### config.mk
export PLATFORM = sky130hd
export DESIGN_NAME = uart_irq_unit
export DESIGN_NICKNAME = d
export VERILOG_FILES = /design/src/rtl/uart_irq_pkg.sv /design/src/rtl/uart_irq_msr.sv /design/src/rtl/uart_irq_timeout.sv /design/src/rtl/uart_irq_prio.sv /design/src/rtl/uart_irq_unit.sv
export SDC_FILE = /design/constraint.sdc
export NUM_CORES = 1
export LEC_CHECK = 0
export BUFFER_PORTS_ARGS = -buffer_cell sky130_fd_sc_hd__buf_4
export CAP_MARGIN = 10
export CORE_MARGIN = 8
export CORE_UTILIZATION = 51
export DETAILED_ROUTE_END_ITERATION = 10
export GPL_TIMING_DRIVEN = 0
export PLACE_DENSITY_LB_ADDON = 0.15
export SYNTH_ARGS = -nofsm -noshare
export SYNTH_HDL_FRONTEND = slang
export SYNTH_SLANG_ARGS = --single-unit
### constraint.sdc
create_clock -name clk -period 3.36 [get_ports clk]
set_input_delay 0.672 -clock clk [delete_from_list [all_inputs] [get_ports clk]]
set_output_delay 0.672 -clock clk [all_outputs]
set_load 0.01 [all_outputs]
### src/rtl/uart_irq_pkg.sv
package uart_irq_pkg;

  typedef enum logic [3:0] {
    ID_LINE = 4'b0110,
    ID_RXD  = 4'b0100,
    ID_TOUT = 4'b1100,
    ID_TXE  = 4'b0010,
    ID_MDM  = 4'b0000,
    ID_IDLE = 4'b0001
  } iid_e;

  // Receive trigger level in bytes for a two-bit selector
  function automatic int unsigned trig_bytes(input logic [1:0] sel);
    case (sel)
      2'b00:   return 1;
      2'b01:   return 4;
      2'b10:   return 8;
      default: return 14;
    endcase
  endfunction

endpackage

### src/rtl/uart_irq_msr.sv
module uart_irq_msr #(
  parameter int LINES = 4
) (
  input  logic               clk,
  input  logic               rst,
  input  logic [LINES-1:0]   pins_n,
  input  logic               msr_rd,
  output logic [2*LINES-1:0] msr,
  output logic               ms_pend
);

  logic [LINES-1:0] pin_q;
  logic [LINES-1:0] delta;

  for (genvar i = 0; i < LINES; i++) begin : g_line
    always_ff @(posedge clk) begin
      if (rst) begin
        pin_q[i] <= 1'b1;
        delta[i] <= 1'b0;
      end else begin
        pin_q[i] <= pins_n[i];
        delta[i] <= (pins_n[i] & ~pin_q[i]) | (delta[i] & ~msr_rd);
      end
    end
  end

  assign msr     = {~pin_q, delta};
  assign ms_pend = |delta;

endmodule

### src/rtl/uart_irq_timeout.sv
module uart_irq_timeout #(
  parameter int CNT_W    = 5,
  parameter int FRAME_W  = 4,
  parameter int TO_CHARS = 4
) (
  input  logic               clk,
  input  logic               rst,
  input  logic               fifo_en,
  input  logic [CNT_W-1:0]   rx_count,
  input  logic               rx_push,
  input  logic               rx_pop,
  input  logic               baud_tick,
  input  logic [FRAME_W-1:0] frame_bits,
  output logic               to_pend
);

  localparam int LIM_W = FRAME_W + $clog2(TO_CHARS) + 1;

  logic [LIM_W-1:0] limit;
  logic [LIM_W-1:0] tcnt;
  logic             idle_reset;

  assign limit      = LIM_W'(TO_CHARS) * LIM_W'(frame_bits);
  assign idle_reset = rx_push | rx_pop | (rx_count == '0) | ~fifo_en;

  always_ff @(posedge clk) begin
    if (rst) begin
      tcnt    <= '0;
      to_pend <= 1'b0;
    end else begin
      if (idle_reset)
        tcnt <= '0;
      else if (baud_tick && tcnt < limit)
        tcnt <= tcnt + 1'b1;

      if (rx_pop)
        to_pend <= 1'b0;
      else if (fifo_en && rx_count != '0 && tcnt >= limit)
        to_pend <= 1'b1;
    end
  end

endmodule

### src/rtl/uart_irq_prio.sv
module uart_irq_prio
  import uart_irq_pkg::*;
(
  input  logic [3:0] ena,
  input  logic       fifo_en,
  input  logic       ls,
  input  logic       rda,
  input  logic       to,
  input  logic       thre,
  input  logic       ms,
  output iid_e       code,
  output logic       active
);

  always_comb begin
    if (ena[2] && ls)
      code = ID_LINE;
    else if (ena[0] && rda)
      code = ID_RXD;
    else if (ena[0] && to && fifo_en)
      code = ID_TOUT;
    else if (ena[1] && thre)
      code = ID_TXE;
    else if (ena[3] && ms)
      code = ID_MDM;
    else
      code = ID_IDLE;
    active = (code != ID_IDLE);
  end

endmodule

### src/rtl/uart_irq_unit.sv
module uart_irq_unit
  import uart_irq_pkg::*;
#(
  parameter int CNT_W    = 5,
  parameter int FRAME_W  = 4,
  parameter int TO_CHARS = 4
) (
  input  logic               clk,
  input  logic               rst,
  input  logic               ier_we,
  input  logic               fcr_we,
  input  logic [7:0]         wdata,
  input  logic               out2,
  input  logic               iir_rd,
  input  logic               lsr_rd,
  input  logic               msr_rd,
  input  logic               rbr_rd,
  input  logic               thr_wr,
  input  logic               line_err,
  input  logic               tx_empty,
  input  logic               rx_push,
  input  logic [CNT_W-1:0]   rx_count,
  input  logic               baud_tick,
  input  logic [FRAME_W-1:0] frame_bits,
  input  logic               cts_n,
  input  logic               dsr_n,
  input  logic               ri_n,
  input  logic               dcd_n,
  output logic [7:0]         ier_q,
  output logic [7:0]         iir_q,
  output logic [7:0]         msr_q,
  output logic               irq
);

  logic [3:0] ier;
  logic       fifo_en;
  logic [1:0] trig;
  logic       ls_pend, thre_pend, tx_empty_q, iir_rd_q;
  logic       to_pend, ms_pend, rda_lvl, active;
  iid_e       code;
  logic [CNT_W-1:0] trig_lvl;

  assign trig_lvl = CNT_W'(trig_bytes(trig));
  assign rda_lvl  = fifo_en ? (rx_count >= trig_lvl) : (rx_count != '0);
  assign ier_q    = {4'b0000, ier};

  uart_irq_msr #(.LINES(4)) u_msr (
    .clk     (clk),
    .rst     (rst),
    .pins_n  ({dcd_n, ri_n, dsr_n, cts_n}),
    .msr_rd  (msr_rd),
    .msr     (msr_q),
    .ms_pend (ms_pend)
  );

  uart_irq_timeout #(.CNT_W(CNT_W), .FRAME_W(FRAME_W), .TO_CHARS(TO_CHARS)) u_to (
    .clk        (clk),
    .rst        (rst),
    .fifo_en    (fifo_en),
    .rx_count   (rx_count),
    .rx_push    (rx_push),
    .rx_pop     (rbr_rd),
    .baud_tick  (baud_tick),
    .frame_bits (frame_bits),
    .to_pend    (to_pend)
  );

  uart_irq_prio u_prio (
    .ena     (ier),
    .fifo_en (fifo_en),
    .ls      (ls_pend),
    .rda     (rda_lvl),
    .to      (to_pend),
    .thre    (thre_pend),
    .ms      (ms_pend),
    .code    (code),
    .active  (active)
  );

  always_ff @(posedge clk) begin
    if (rst) begin
      ier        <= '0;
      fifo_en    <= 1'b0;
      trig       <= 2'b00;
      ls_pend    <= 1'b0;
      thre_pend  <= 1'b0;
      tx_empty_q <= 1'b0;
      iir_rd_q   <= 1'b0;
      iir_q      <= {4'b0000, ID_IDLE};
      irq        <= 1'b0;
    end else begin
      if (ier_we)
        ier <= wdata[3:0];
      if (fcr_we) begin
        fifo_en <= wdata[0];
        trig    <= wdata[7:6];
      end
      ls_pend    <= line_err | (ls_pend & ~lsr_rd);
      tx_empty_q <= tx_empty;
      iir_rd_q   <= iir_rd;
      if (thr_wr)
        thre_pend <= 1'b0;
      else if (tx_empty && !tx_empty_q)
        thre_pend <= 1'b1;
      else if (iir_rd && !iir_rd_q && iir_q[3:0] == ID_TXE)
        thre_pend <= 1'b0;
      if (!iir_rd)
        iir_q <= {{2{fifo_en}}, 2'b00, code};
      irq <= out2 & active;
    end
  end

endmodule

## Yosys cells after proc, flatten, opt, wreduce, memory -nomap -nowiden

Cells that the tools add are included.

- Input bits: 35
- Flip-flop bits (word level): 33

- Bitwise gates (word level): 26
- $lt $le $gt $ge: 3
- Reduce and logical (&&, ||, !) cells: 22
- $add $sub $neg: 1
- Equality and inequality tests: 4
- Muxes and demuxes: 9

Operator list:

| cell | count |
|---|---|
| two-way mux 4 bit | 4 |
| logical AND 1 bit | 12 |
| one-hot mux 4 bit (3 select lines) | 1 |
| bitwise AND 1 bit | 10 |
| OR 1 bit | 8 |
| adder 7 x 1 -> 7 bit (second input constant) | 1 |
| >= comparator 7 x 6 -> 1 bit | 1 |
| < comparator 7 x 6 -> 1 bit | 1 |
| NOT 1 bit | 7 |
| OR reduction 2 bit | 3 |
| >= comparator 5 bit | 1 |
| zero test 5 bit | 1 |
| nonzero test 5 bit | 1 |
| equality test 4 x 2 -> 1 bit (second input constant) | 1 |
| two-way mux 1 bit | 4 |
| != test 4 x 1 -> 1 bit (second input constant) | 1 |
| NOT 4 bit | 1 |
| OR reduction 4 bit | 1 |
| equality test 2 x 1 -> 1 bit (second input constant) | 1 |
| equality test 2 bit (second input constant) | 1 |
| zero test 1 bit | 2 |
| zero test 2 bit | 1 |
| nonzero test 2 bit | 1 |

## Depth between registers and ports, before layout

- Depth after elaboration: 9
- Gate-level depth with buffers: 7

## Cells and area by module

A second synthesis with hierarchy kept.

- Cell total of the unflattened synthesis: 185
- Area total of the unflattened synthesis: 1696.6 µm²

Modules (own cells, without submodules):

| module | cells an instance | area an instance (µm²) | sequential area each (µm²) | instances |
|---|---|---|---|---|
| uart_irq_unit | 82 | 813.3 | 340.3 | 1 |
| uart_irq_timeout | 62 | 528.0 | 160.2 | 1 |
| uart_irq_msr | 29 | 279.0 | 160.2 | 1 |
| uart_irq_prio | 12 | 76.3 | 0.0 | 1 |

## Worst setup path before layout

OpenSTA, ideal clock, no wires.

- Kind: input to register
- From: input port rx_count[0]
- To: register irq
- Required time: 3.238 ns
- Data arrival time: 2.039 ns
- Stages on the path: 7
- Setup slack: 1.199 ns
- Path buffers: 0
- Cells stage by stage: inv_1 -> ha_1 -> nand2b_1 -> a211oi_1 -> o2111ai_1 -> and3_4 -> o311a_1

- Word-level cells in the longest chain between the ends: 7

RTL lines:

| what | line | source |
|---|---|---|
| from (decl) | uart_irq_unit.sv:22 | `input logic [CNT_W-1:0] rx_count,` |
| >= comparator 5 bit or nonzero test 5 bit (tied branches) | uart_irq_unit.sv:44 | `assign rda_lvl = fifo_en ? (rx_count >= trig_lvl) : (rx_count != '0);` |
| two-way mux 1 bit (*) | uart_irq_unit.sv:44 |  |
| logical AND 1 bit (*) | uart_irq_prio.sv:18 | `else if (ena[0] && rda)` |
| two-way mux 4 bit (*) | uart_irq_prio.sv:18 |  |
| two-way mux 4 bit (*) | uart_irq_prio.sv:16 | `if (ena[2] && ls)` |
| != test 4 x 1 -> 1 bit (*) | uart_irq_prio.sv:28 | `active = (code != ID_IDLE);` |
| bitwise AND 1 bit (*) | uart_irq_unit.sv:109 | `irq <= out2 & active;` |
| to (signal assigned) | uart_irq_unit.sv:109 |  |
| to (decl) | uart_irq_unit.sv:32 | `output logic irq` |

Mark *: on every way between the ends. The rest lies on a longest branch, timed or not.
A chain may end at the register's enable or synchronous reset.

## Worst setup path in the final report

Same ends and word-level chain as after synthesis.

==> impl_metrics.ini <==
[outcome]
outcome = finished, final reports clean

[timing]
fin_skew_ns = 0.00715
final-hold-violation-count = 0
relSlewSlack_pct = 57.5
finalSetupViolations = 0
fmax_mhz = 488
tns_ns = 0
rsz0062_at_grt = no
tightestPinTransition_ns = 0.631
period_minus_slack_ns = 2.05
slew_violations = 0
fin_crit_sh_pct = 61.0

[setup_path]
regToRegSetupSlack_ns = 1.36
startpoint = rx_count[0]
critical-path-slowest-cell = o311a_1
crit_path_max_incr_delay_ns = 0.33
cp_num_buf_inv = 2
timing.rr.end = irq
worst_setup_path_end_kind = register
r2r_cells = 7
critPathKind = in -> reg
worstPathRequired_ns = 3.57
rr_startpoint = trig[0]
crit_chain = buf_4 -> inv_1 -> ha_1 -> nand2b_1 -> a211oi_1 -> o2111ai_1 -> and3_4 -> o311a_1
cp.arrival_ns = 2.26
crit_fanout = 3
start_kind = primary input
crit_family = compound AO/OA/AOI/OAI gates

[hold_path]
holdPathStages = 2
holdPathEnd = iir_q[3]
min_from = iir_q[3]
hp-class = reg -> reg

[routing]
drt-vias-per-instance = 5.03
wl_um = 3550
detail_route.first_pass.iterations = 4
drtAntennaViolNets = 0
via_count = 1339
drt_iter0_drc = 70
post_drt_wl_per_cell_um = 13.3
drcViolationCount = 0

[place]
portBuffers = 50
globalplace.congestion = 0.842
dp_hpwl_um = 2940

[logic_synthesis]
yosys-top-cells-area = dfxtp_1 43%, ha_1 8.2%, nor2_1 5.7%
synth_compound_area_share_pct = 11.8
synth_top_family_by_area = simple AND/OR/NAND/NOR gates
synth_edf_count = 0
synth-seq-cells = 33
yosys_warnings = 0
yosys.area.top_type = dfxtp_1
yosys.area_share.simple_pct = 19.3
syn_area_mm2 = 0.00152
ys_types = 32
synthFlopType = dfxtp_1
async_reset_ff_share_pct = 0
synth_mux_area_share_pct = 5.26
syn_inst = 171
synth-xor-area-share_pct = 2.88
synth_top_area_share_pct = 43.4
yosysSeqAreaShare_pct = 43.4
synthAdderAreaFrac_pct = 8.22
avgSynthCellArea_um2 = 8.90

[global_routing]
grt_max_degree = 11
grt_pass1_wl_um = 5930
grt_usage_pct = 14.6
antenna_found_initial = 0
overflow = 0
grt_pass1_vias = 1339

[clock_network]
h-tree-depth = 2
cts-resized-gates = 0
clkTransAtPathRegs_ns = 0.09
clock-sinks = 33
numCtsBuffers = 5
clk_latency_ns = 0.32
cts_tree = done
postCtsSetupBuffers = 0
ctsHoldBuffers = 0
cts.root.buffer_cell = clkbuf_4
cts_buffer_depth = 2

[die]
start_util_pct = 51.5
io-pin-count = 60
die_h_um = 70.6
num_rows = 20
coreArea_mm2 = 0.00295
fp.dieW_um = 70.6
die_area_mm2 = 0.00499

[pwr]
power.density_mw_per_mm2 = 372
leakage_nw = 0.964
power_mw = 0.748
peakVddDrop_mv = 0.177

[layout]
areaGrowthSynthToFinish_pct = 32.2
drive_above_1_share_pct = 30.9
final_nets = 278
antenna_cells = 0
multi_input_area_um2 = 744
nFillCells = 254
regArea_um2 = 661

[run]
max_cap_viol_count = 0
[registers in the layout (all words and copies together), names as in the netlist, 2 cells and up]
signal / count
u_msr.pin_q: 4
iir_q: 5
trig: 2
u_to.tcnt: 7
u_msr.msr: 4
ier: 4
[logic make-up after synthesis]
group | after synthesis
other | 1
AO/OA/AOI/OAI | 25
multiplexers | 8
AND/OR/NAND/NOR | 60
adder cells (fa/ha/maj) | 10
buffers and inverters | 29
XOR/XNOR | 5
flip-flops | 33
[how the worst max path moves through the flow]
stage                         endpoint  slack (ns)  cells past startpoint
after floorplan                    irq        1.20                      7
after CTS                          irq        1.34                      8
after global placement             irq        1.02                      8
final                              irq        1.31                      8
after detailed placement           irq        1.00                      8
after global routing      u_to.tcnt[5]        1.23                      8
[layout make-up]
class	count	share of cell area [%]
multi-input combinational	114	37.0
sequential	33	32.8
timing repair buffer	50	18.7
inverter	19	3.54
buffer	10	3.17
clock buffer	7	2.74
tap	33	2.05
[cell usage in the layout (no fill, tap or decap), drive strengths merged, types with 3 or more instances in the layout]
master | netlist | final
nor3 | 5 | 5
nand3 | 5 | 5
nor2 | 23 | 23
conb | 1 | 6
xnor2 | 5 | 5
a21oi | 5 | 5
buf | 7 | 57
inv | 19 | 19
nand2 | 10 | 10
dfxtp | 33 | 33
nor4 | 4 | 4
or2 | 6 | 6
a22oi | 4 | 4
a211oi | 3 | 3
ha | 10 | 10
clkbuf | 3 | 10
mux2i | 8 | 8
o21ai | 3 | 3
[synth_stat cells, drive strengths merged (4+ instances only)]
library cell and n:
a21oi 5, a22oi 4, buf 7, dfxtp 33, ha 10, inv 19
mux2i 8, nand2 10, nand3 5, nor2 23, nor3 5, nor4 4
or2 6, xnor2 5
[per-layer routing]
layer	global-route usage, %	part of all wire, %	vias to the layer above	routed length, um
met5	0	0	-	0
met1	15.3	40	598	1440
met2	25.6	51	40	1820
met4	6.70	1.5	0	55
li1	-	-	694	-
met3	4.94	6.7	7	238
[per-stage QoR]
step	hold WS (ns)	setup WS (ns)	area, um2	utilization, %	instances
2_1_floorplan	0.443	1.20	1540	-	176
5_1_grt	0.482	1.23	2010	68.1	266
3_5_place_dp	0.455	1.00	1960	66.3	259
6_report	0.473	1.31	2010	68.1	266
3_3_place_gp	0.453	1.02	1960	66.3	259
4_1_cts	0.468	1.34	2010	68.1	266
[worst register-to-register path: cells and delay by family, from the launching register on]
kind / cells / cell delay (ns)
AO/OA/AOI/OAI: 3 / 0.83
adder cells (fa/ha/maj): 1 / 0.26
flip-flops: 1 / 0.38
AND/OR/NAND/NOR: 3 / 0.43
[where the power goes]
part	total [mW]	internal [mW]	switching, mW
Combinational	0.117	0.0649	0.0519
Sequential	0.417	0.406	0.0106
Clock	0.214	0.0987	0.116
No activity file was read; power rests on OpenSTA's default activity.
